===== config.mk =====
export PLATFORM = sky130hd
export DESIGN_NAME = mm_xbar
export DESIGN_NICKNAME = d
export VERILOG_FILES = /design/src/rtl/mm_xbar_pkg.sv /design/src/rtl/mm_xbar_decode.sv /design/src/rtl/mm_xbar_rr_arb.sv /design/src/rtl/mm_xbar_resp.sv /design/src/rtl/mm_xbar.sv
export SDC_FILE = /design/constraint.sdc
export NUM_CORES = 1
export LEC_CHECK = 0
export ABC_AREA = 1
export BUFFER_PORTS_ARGS = -buffer_cell sky130_fd_sc_hd__buf_4
export CELL_PAD_IN_SITES_DETAIL_PLACEMENT = 0
export CELL_PAD_IN_SITES_GLOBAL_PLACEMENT = 1
export CORE_MARGIN = 5
export CORE_UTILIZATION = 29
export CTS_CLUSTER_DIAMETER = 200
export DETAILED_ROUTE_END_ITERATION = 6
export GPL_TIMING_DRIVEN = 0
export MAX_ROUTING_LAYER = met4
export PLACE_DENSITY_LB_ADDON = 0.15
export RECOVER_POWER = 25
export SETUP_SLACK_MARGIN = 0.2
export SLEW_MARGIN = 10
export SYNTH_ARGS = -nofsm -noshare
export SYNTH_HDL_FRONTEND = slang
export SYNTH_HIERARCHICAL = 1
export SYNTH_SLANG_ARGS = --single-unit

===== constraint.sdc =====
create_clock -name clk -period 3 [get_ports clk]
set_clock_uncertainty 0.15 [all_clocks]
set_input_delay 0.3 -clock clk [delete_from_list [all_inputs] [get_ports clk]]
set_output_delay 0.3 -clock clk [all_outputs]
set_load 0.05 [all_outputs]

===== src/rtl/mm_xbar_pkg.sv =====
package mm_xbar_pkg;
  localparam int NUM_MST = 3;
  localparam int NUM_TGT = 4;
  localparam int ADDR_W  = 16;
  localparam int TOFF_W  = 13;
  localparam int MST_IDX_W = $clog2(NUM_MST);
  // window base addresses and log2 of window size in bytes, index = target id
  localparam logic [NUM_TGT-1:0][ADDR_W-1:0] WIN_BASE =
    {16'h4000, 16'h2000, 16'h1000, 16'h0000};
  localparam logic [NUM_TGT-1:0][4:0] WIN_LOG2 =
    {5'd14, 5'd8, 5'd12, 5'd12};
endpackage


===== src/rtl/mm_xbar_decode.sv =====
module mm_xbar_decode
  import mm_xbar_pkg::*;
(
  input  logic [ADDR_W-1:0]  addr,
  output logic [NUM_TGT-1:0] hit,
  output logic               miss,
  output logic [TOFF_W-1:0]  woff
);
  logic [NUM_TGT-1:0][TOFF_W-1:0] off_t;

  for (genvar t = 0; t < NUM_TGT; t++) begin : g_win
    logic [ADDR_W-1:0] mask;
    logic [ADDR_W-1:0] local_byte;
    assign mask       = (ADDR_W'(1) << WIN_LOG2[t]) - ADDR_W'(1);
    assign hit[t]     = (addr & ~mask) == WIN_BASE[t];
    assign local_byte = addr & mask;
    assign off_t[t]   = hit[t] ? local_byte[TOFF_W:1] : '0;
  end

  always_comb begin
    woff = '0;
    for (int t = 0; t < NUM_TGT; t++) woff = woff | off_t[t];
  end

  assign miss = ~|hit;
endmodule


===== src/rtl/mm_xbar_rr_arb.sv =====
module mm_xbar_rr_arb #(
  parameter int N = 3
) (
  input  logic         clk,
  input  logic         rst_n,
  input  logic [N-1:0] req,
  output logic [N-1:0] gnt
);
  localparam int IDX_W = (N > 1) ? $clog2(N) : 1;

  logic [IDX_W-1:0] last_q;
  logic [IDX_W-1:0] win_idx;

  always_comb begin
    logic found;
    int   idx;
    gnt     = '0;
    win_idx = last_q;
    found   = 1'b0;
    for (int k = 1; k <= N; k++) begin
      idx = (int'(last_q) + k) % N;
      if (!found && req[idx]) begin
        found      = 1'b1;
        gnt[idx]   = 1'b1;
        win_idx    = IDX_W'(idx);
      end
    end
  end

  always_ff @(posedge clk) begin
    if (!rst_n)       last_q <= IDX_W'(N - 1);
    else if (|req)    last_q <= win_idx;
  end
endmodule


===== src/rtl/mm_xbar_resp.sv =====
module mm_xbar_resp
  import mm_xbar_pkg::*;
#(
  parameter int DATA_W = 16
) (
  input  logic                      clk,
  input  logic                      rst_n,
  input  logic                      accept,
  input  logic                      miss,
  input  logic [NUM_TGT-1:0]        hit,
  input  logic [NUM_TGT*DATA_W-1:0] t_rdata,
  output logic                      rvalid,
  output logic                      err,
  output logic [DATA_W-1:0]         rdata
);
  logic [NUM_TGT-1:0] sel_q;

  always_ff @(posedge clk) begin
    if (!rst_n) begin
      rvalid <= 1'b0;
      err    <= 1'b0;
      sel_q  <= '0;
    end else begin
      rvalid <= accept;
      err    <= accept & miss;
      sel_q  <= accept ? hit : '0;
    end
  end

  always_comb begin
    rdata = '0;
    for (int t = 0; t < NUM_TGT; t++)
      if (sel_q[t]) rdata = rdata | t_rdata[t*DATA_W +: DATA_W];
  end
endmodule


===== src/rtl/mm_xbar.sv =====
module mm_xbar
  import mm_xbar_pkg::*;
#(
  parameter int DATA_W = 16
) (
  input  logic                        clk,
  input  logic                        rst_n,
  input  logic [NUM_MST-1:0]          m_valid,
  output logic [NUM_MST-1:0]          m_ready,
  input  logic [NUM_MST*ADDR_W-1:0]   m_addr,
  input  logic [NUM_MST-1:0]          m_we,
  input  logic [NUM_MST*DATA_W-1:0]   m_wdata,
  input  logic [NUM_MST*(DATA_W/8)-1:0] m_be,
  output logic [NUM_MST-1:0]          m_rvalid,
  output logic [NUM_MST*DATA_W-1:0]   m_rdata,
  output logic [NUM_MST-1:0]          m_err,
  output logic [NUM_TGT-1:0]          t_req,
  output logic [NUM_TGT*TOFF_W-1:0]   t_addr,
  output logic [NUM_TGT-1:0]          t_we,
  output logic [NUM_TGT*DATA_W-1:0]   t_wdata,
  output logic [NUM_TGT*(DATA_W/8)-1:0] t_be,
  input  logic [NUM_TGT*DATA_W-1:0]   t_rdata
);
  localparam int BE_W = DATA_W / 8;

  logic [NUM_MST-1:0][NUM_TGT-1:0] hit_m;
  logic [NUM_MST-1:0]              miss_m;
  logic [NUM_MST-1:0][TOFF_W-1:0]  woff_m;
  logic [NUM_TGT-1:0][NUM_MST-1:0] req_t;
  logic [NUM_TGT-1:0][NUM_MST-1:0] gnt_t;
  logic [NUM_TGT*NUM_MST-1:0]      gnt_flat;
  logic [NUM_MST-1:0]              accept;

  assign gnt_flat = gnt_t;

  for (genvar m = 0; m < NUM_MST; m++) begin : g_mst
    mm_xbar_decode dec_i (
      .addr (m_addr[m*ADDR_W +: ADDR_W]),
      .hit  (hit_m[m]),
      .miss (miss_m[m]),
      .woff (woff_m[m])
    );

    always_comb begin
      m_ready[m] = m_valid[m] & miss_m[m];
      for (int t = 0; t < NUM_TGT; t++) m_ready[m] = m_ready[m] | gnt_t[t][m];
    end

    assign accept[m] = m_valid[m] & m_ready[m];

    mm_xbar_resp #(.DATA_W(DATA_W)) resp_i (
      .clk     (clk),
      .rst_n   (rst_n),
      .accept  (accept[m]),
      .miss    (miss_m[m]),
      .hit     (hit_m[m]),
      .t_rdata (t_rdata),
      .rvalid  (m_rvalid[m]),
      .err     (m_err[m]),
      .rdata   (m_rdata[m*DATA_W +: DATA_W])
    );
  end

  for (genvar t = 0; t < NUM_TGT; t++) begin : g_tgt
    for (genvar m = 0; m < NUM_MST; m++) begin : g_req
      assign req_t[t][m] = m_valid[m] & hit_m[m][t];
    end

    mm_xbar_rr_arb #(.N(NUM_MST)) arb_i (
      .clk   (clk),
      .rst_n (rst_n),
      .req   (req_t[t]),
      .gnt   (gnt_t[t])
    );

    always_comb begin
      t_req[t]                     = |gnt_t[t];
      t_addr[t*TOFF_W +: TOFF_W]   = '0;
      t_we[t]                      = 1'b0;
      t_wdata[t*DATA_W +: DATA_W]  = '0;
      t_be[t*BE_W +: BE_W]         = '0;
      for (int m = 0; m < NUM_MST; m++) begin
        if (gnt_t[t][m]) begin
          t_addr[t*TOFF_W +: TOFF_W]  = t_addr[t*TOFF_W +: TOFF_W] | woff_m[m];
          t_we[t]                     = t_we[t] | m_we[m];
          t_wdata[t*DATA_W +: DATA_W] = t_wdata[t*DATA_W +: DATA_W] | m_wdata[m*DATA_W +: DATA_W];
          t_be[t*BE_W +: BE_W]        = t_be[t*BE_W +: BE_W] | m_be[m*BE_W +: BE_W];
        end
      end
    end
  end
endmodule


==> results of run 1 <==
==> cell usage after synthesis, drive strengths merged <==
library cell	count	area share
nor2	60	0.047
o211ai	8	0.0084
a22oi	4	0.0042
nand2	824	0.46
dfxtp	26	0.073
buf	75	0.087
o21ai	35	0.028
or3	4	0.0035
inv	228	0.12
nand3	151	0.11
ha	16	0.028
nor3	6	0.0042
a21oi	25	0.018
a21boi	7	0.0074
==> worst register-to-register path, cell delays in order, from the launching register on <==
cell and delay (ns):
dfxtp_2 0.34, inv_2 0.06, ha_4 0.26, inv_4 0.09, nand2_4 0.06, nand3_4 0.08
nand2_4 0.08, nor2_4 0.14, nand2_2 0.06, o21ai_2 0.06, nand2_2 0.08, buf_4 0.13
buf_4 0.12, buf_4 0.12, buf_4 0.12, buf_4 0.12, buf_4 0.13, buf_4 0.13
buf_4 0.13, buf_6 0.11, buf_6 0.11, buf_6 0.10, a21oi_2 0.13
==> per-stage QoR <==
step	setup WS [ns]	std cells	setup TNS [ns]	hold slack, ns
2_1_floorplan	0.2339	1469	0	0.2918
3_3_place_gp	-0.4166	2152	-18.03	0.3973
3_5_place_dp	-0.4065	2152	-17.61	0.4035
4_1_cts	0.08530	2228	0	0.1330
5_1_grt	-0.07980	2265	-3.063	0.1633
6_report	-0.02977	2265	-0.1529	0.1408
==> layer usage <==
layer,global-route usage,part of all wire,vias up
met5,-,0,-
met2,0.4654,0.50,531
met3,0.05831,0.076,131
met4,0.06937,0.046,0
met1,0.3088,0.38,5232
li1,-,-,5361
==> state kept, by name, indices dropped and copies added (netlist names) <==
name,flops
g_tgt.arb_i/last_q,8
g_mst.resp_i/rvalid,3
g_mst.resp_i/sel_q,12
g_mst.resp_i/err,3
==> kinds of logic after synthesis <==
group	after synthesis	share of synthesized area
flops	26	0.07309
fa+ha+maj	16	0.02811
buf+inv	303	0.2068
compound gates	79	0.06588
simple gates	1045	0.6261
==> worst max path at each step <==
stage / slack, ns / endpoint / start / depth (start not counted)
floorplan: 0.23 / t_addr[27] / m_addr[44] / 19
global placement: -0.42 / t_addr[34] / m_addr[40] / 21
detailed placement: -0.41 / t_addr[34] / m_addr[40] / 21
CTS: 0.09 / t_addr[4] / g_tgt[0].arb_i/last_q[0]$_SDFFE_PN0P_ / 17
global route: -0.08 / t_addr[3] / g_tgt[0].arb_i/last_q[0]$_SDFFE_PN0P_ / 17
finish: -0.03 / t_addr[15] / g_tgt[1].arb_i/last_q[0]$_SDFFE_PN0P_ / 16
==> area by class of cell <==
| cell class | instances | area share |
|---|---|---|
| well taps | 324 | 0.02625 |
| repair buffers | 468 | 0.3213 |
| flip-flops and latches | 26 | 0.03468 |
| clock inverters | 1 | 0.001945 |
| plain buffers | 75 | 0.06093 |
| inverters | 228 | 0.05963 |
| multi-input cells | 1140 | 0.4904 |
| clock buffers | 3 | 0.004861 |
==> timing repair <==
action                                  in CTS  in global routing
gates resized for setup                    381                659
endpoints found under the setup margin     135                148
pin swaps                                   78                194
buffers inserted                            62                 25
cloned                                      10                 12
==> flow_summary.ini, run 1 <==
[status]
run_status = finished, violations left
violations = setup timing

[worst_hold_path]
min_to = g_mst[0].resp_i/sel_q[0]$_SDFF_PN0_
hold_depth = 4
hold_start = m_addr[12]
hp-class = input port to flop

[sta]
fmax_mhz = 330.1
maxSlewViolCount = 0
setup_viol = 13
worst_slew_pin_slew_ns = 0.8866
period_share = 1.010
slew_headroom = 0.4067
fin_ws_ns = -0.02977
final.min_clock_period_ns = 3.030
rsz0062_at_grt = yes
hold_viol_final = 0

[layout]
regArea_sq_um = 535.5
mostFrequentLayoutCell = nand2_1
utilization = 0.6368
syn_to_final_growth_pct = 116.8
final_cell_mix = 575 x nand2_1, 243 x buf_4, 177 x inv_1
multi_input_area_sq_um = 7572
drive_gt1_frac = 0.5291
fillers = 2155
stdcell_area_sq_um = 15440
finalNetCount = 2132
insertedDiodeCount = 0

[synth]
synth-seq-cells = 26
postSynthAreaPerCell_sq_um = 4.848
ys_types = 27
netlist_instances = 1469
synth_nets = 1659
synth_area_sq_um = 7122
yosysWarnings = 6
yosysSeqAreaShare = 0.07309

[place]
place_area_sq_um = 10220
dp_hpwl_mm = 29.49
place_congestion = 0.9161
portBuffers = 359

[setup_path]
reg2reg_slack_ns = 0.05
crit_chain = inv_4 -> ha_4 -> inv_4 -> nand2_2 -> nand3_2 -> nand2_4 -> nor2_4 -> nand2_1 -> o21ai_2 -> nand2_4 -> a21boi_2 -> buf_6 -> buf_8 -> nand2_1 -> nand3_4 -> buf_8
cp.buffers_inverters = 5
r2r_start = g_tgt[3].arb_i/last_q[0]$_SDFFE_PN0P_
endpoint_kind = primary output
crit_slowest_cell = dfxtp_4
crit_path_max_fanout = 5
worstPathRequired_ns = 2.55
critical_path_arrival_ns = 2.58
slowest_delay_ns = 0.36
r2r-end = g_tgt[3].arb_i/last_q[0]$_SDFFE_PN0P_
critPathKind = flop to primary output
cp-start-kind = flop
reg2reg_depth = 22
crit_family = simple AND/OR/NAND/NOR gates

[clock_network]
numCtsBuffers = 3
ctsHoldBuffers = 0
cts.sinks = 26
cts.reportedPaths.clkPinSlew_ns = 0.08
cts_max_level = 1
root_buffer = clkbuf_16
cts_tree = yes
cts_buffer_depth = 2
clk_latency_ns = 0.27

[floorplan]
die_width_um = 166.7
rows = 57
die-area_sq_um = 27790
initial_core_util = 0.2937
fp.dieH_um = 166.7
io-pin-count = 363
core_area_sq_um = 24250

[global_routing]
grt_max_degree = 16
grt.total_usage = 0.2658
grt_pass1_wl_mm = 58.50
grt-ovfl-total = 0
grt_pass1_vias = 10350
antenna_found_initial = 0

[drt]
wire_per_inst_um = 18.85
vias = 11260
wirelength_mm = 42.71
drtAntennaViolNets = 0
drc_errors = 0
dr.pass1.iters = 5
drt_iter0_markers = 768
vias_per_cell = 4.969

[flow_run]
max_cap_viol_count = 0
Power of run 1 is not shown: default switching activity piles up to over one toggle a cycle in this logic, so the estimate is an artifact.
==> run 2: changes to the inputs <==
--- a/config.mk
+++ b/config.mk
@@ -13,11 +13,14 @@
 export CORE_UTILIZATION = 29
 export CTS_CLUSTER_DIAMETER = 200
 export DETAILED_ROUTE_END_ITERATION = 6
+export GPL_ROUTABILITY_DRIVEN = 0
 export GPL_TIMING_DRIVEN = 0
 export MAX_ROUTING_LAYER = met4
 export PLACE_DENSITY_LB_ADDON = 0.15
 export RECOVER_POWER = 25
+export REMOVE_ABC_BUFFERS = 1
 export SETUP_SLACK_MARGIN = 0.2
+export SKIP_CTS_REPAIR_TIMING = 1
 export SLEW_MARGIN = 10
 export SYNTH_ARGS = -nofsm -noshare
 export SYNTH_HDL_FRONTEND = slang
==> run 2 against run 1 <==
Against the previous run: the run still ends with setup timing left; non-clock buffer count shrank 63; die area is the same; sequential cell count is the same; critical path depth shrank 1; critical endpoint is now t_addr[11].
==> flow_summary.ini, run 2 (same netlist as run 1, synthesis figures left out) <==
[status]
run_status = finished, violations left
violations = setup timing

[sta]
final.min_clock_period_ns = 3.187
worst_slew_pin_slew_ns = 0.9592
maxSlewViolCount = 0
rsz0062_at_grt = yes
period_share = 1.062
slew_headroom = 0.3597
fin_ws_ns = -0.1875
fmax_mhz = 313.7
tns_ns = -5.684
setup_viol = 83
hold_viol_final = 0

[setup_path]
reg2reg_slack_ns = 0.11
crit_path_max_fanout = 8
critPathLaunch = g_tgt[0].arb_i/last_q[0]$_SDFFE_PN0P_
critical_path_arrival_ns = 2.74
r2r_start = g_tgt[0].arb_i/last_q[0]$_SDFFE_PN0P_
critPathKind = flop to primary output
crit_slowest_cell = o211ai_1
worstPathRequired_ns = 2.55
slowest_delay_ns = 0.42
cp-start-kind = flop
crit_chain = inv_4 -> ha_4 -> inv_6 -> nand3_4 -> nand2_4 -> inv_4 -> nor2_8 -> nand2_4 -> o211ai_1 -> buf_4 -> buf_8 -> buf_12 -> nand2_2 -> nand3_2 -> buf_8
endpoint_kind = primary output

[flow_run]
max_cap_viol_count = 0

[clock_network]
cts.reportedPaths.clkPinSlew_ns = 0.08
cts_buffer_depth = 2
numCtsBuffers = 3
cts.sinks = 26
cts_tree = yes
cts_max_level = 1
clk_latency_ns = 0.27
root_buffer = clkbuf_16

[place]
dp_slack_ns = -0.6728
dp_hpwl_mm = 28.34
portBuffers = 359

[worst_hold_path]
hold_start = m_addr[15]
hp-class = input port to flop

[drt]
vias = 10980
vias_per_cell = 4.982
drt_iter0_markers = 743
drtAntennaViolNets = 0
drc_errors = 0
wirelength_mm = 42.44
dr.pass1.iters = 5
wire_per_inst_um = 19.25

[layout]
largest_register_ffs = 12
insertedDiodeCount = 0
reg_top3 = g_mst.resp_i/sel_q: 12 flops, g_tgt.arb_i/last_q: 8 flops
final_cell_mix = 619 x nand2_1, 278 x buf_4, 174 x inv_1
finalNetCount = 2071
utilization = 0.5992
drive_gt1_frac = 0.5101
syn_to_final_growth_pct = 104.0
mostFrequentLayoutCell = nand2_1
regMostFlops = g_mst.resp_i/sel_q

[global_routing]
antenna_found_initial = 0
grt.total_usage = 0.2512
grt_pass1_vias = 9676
grt-ovfl-total = 0
grt_max_degree = 25
grt_pass1_wl_mm = 54.96

[floorplan]
rows = 57
initial_core_util = 0.2937
die_width_um = 166.7
die-area_sq_um = 27790
core_area_sq_um = 24250
fp.dieH_um = 166.7
io-pin-count = 363
[run 2: cell types whose count changed in the layout (fill, tap and decap cells not counted), sizes merged]
cell / before / now
o21ai: 35 / 36
buf: 496 / 463
a21boi: 7 / 8
clkbuf: 50 / 21
bufinv: 1 / 0
[run 2: area by class of cell]
cell class | instances | area, sq um
clock buffers | 4 | 88.84
fillers | 2252 | 9718
multi-input cells | 1142 | 7390
flip-flops and latches | 26 | 545.5
repair buffers | 480 | 5170
inverters | 228 | 930.9
well taps | 324 | 405.4
[run 2: routing by layer]
layer	up-vias	global-route usage	wire length, um
met5	-	-	0
li1	5226	-	-
met2	506	0.4281	20550
met4	0	0.07542	1727
met1	5132	0.2898	16090
met3	116	0.06731	4067
[run 2: worst paths after layout]
path                                           endpoint  depth (start not counted)
setup / recovery                             t_addr[11]                         15
hold / removal      g_mst[0].resp_i/sel_q[3]$_SDFF_PN0_                          4
setup reg to reg    g_mst[2].resp_i/sel_q[2]$_SDFF_PN0_                         19
hold reg to reg   g_tgt[2].arb_i/last_q[0]$_SDFFE_PN0P_                          2
[run 2: per-stage QoR]
step	hold WS, ns	instance area (sq um)	instances
after global placement	0.4014	9605	2077
after floorplan	0.2918	6505	1394
after CTS	0.1573	10130	2108
after global routing	0.1693	14530	2204
final	0.1483	14530	2204
after detailed placement	0.4019	10040	2104
[run 2: critical path, delay by kind of cell, from the launching register on]
kind                     cells  cell delay [ns]
AO/OA/AOI/OAI                1             0.42
AND/OR/NAND/NOR              6             0.55
adder cells (fa/ha/maj)      1             0.25
buffers and inverters        7             0.86
flip-flops                   1             0.38
Power of run 2 is left out for the same reason.
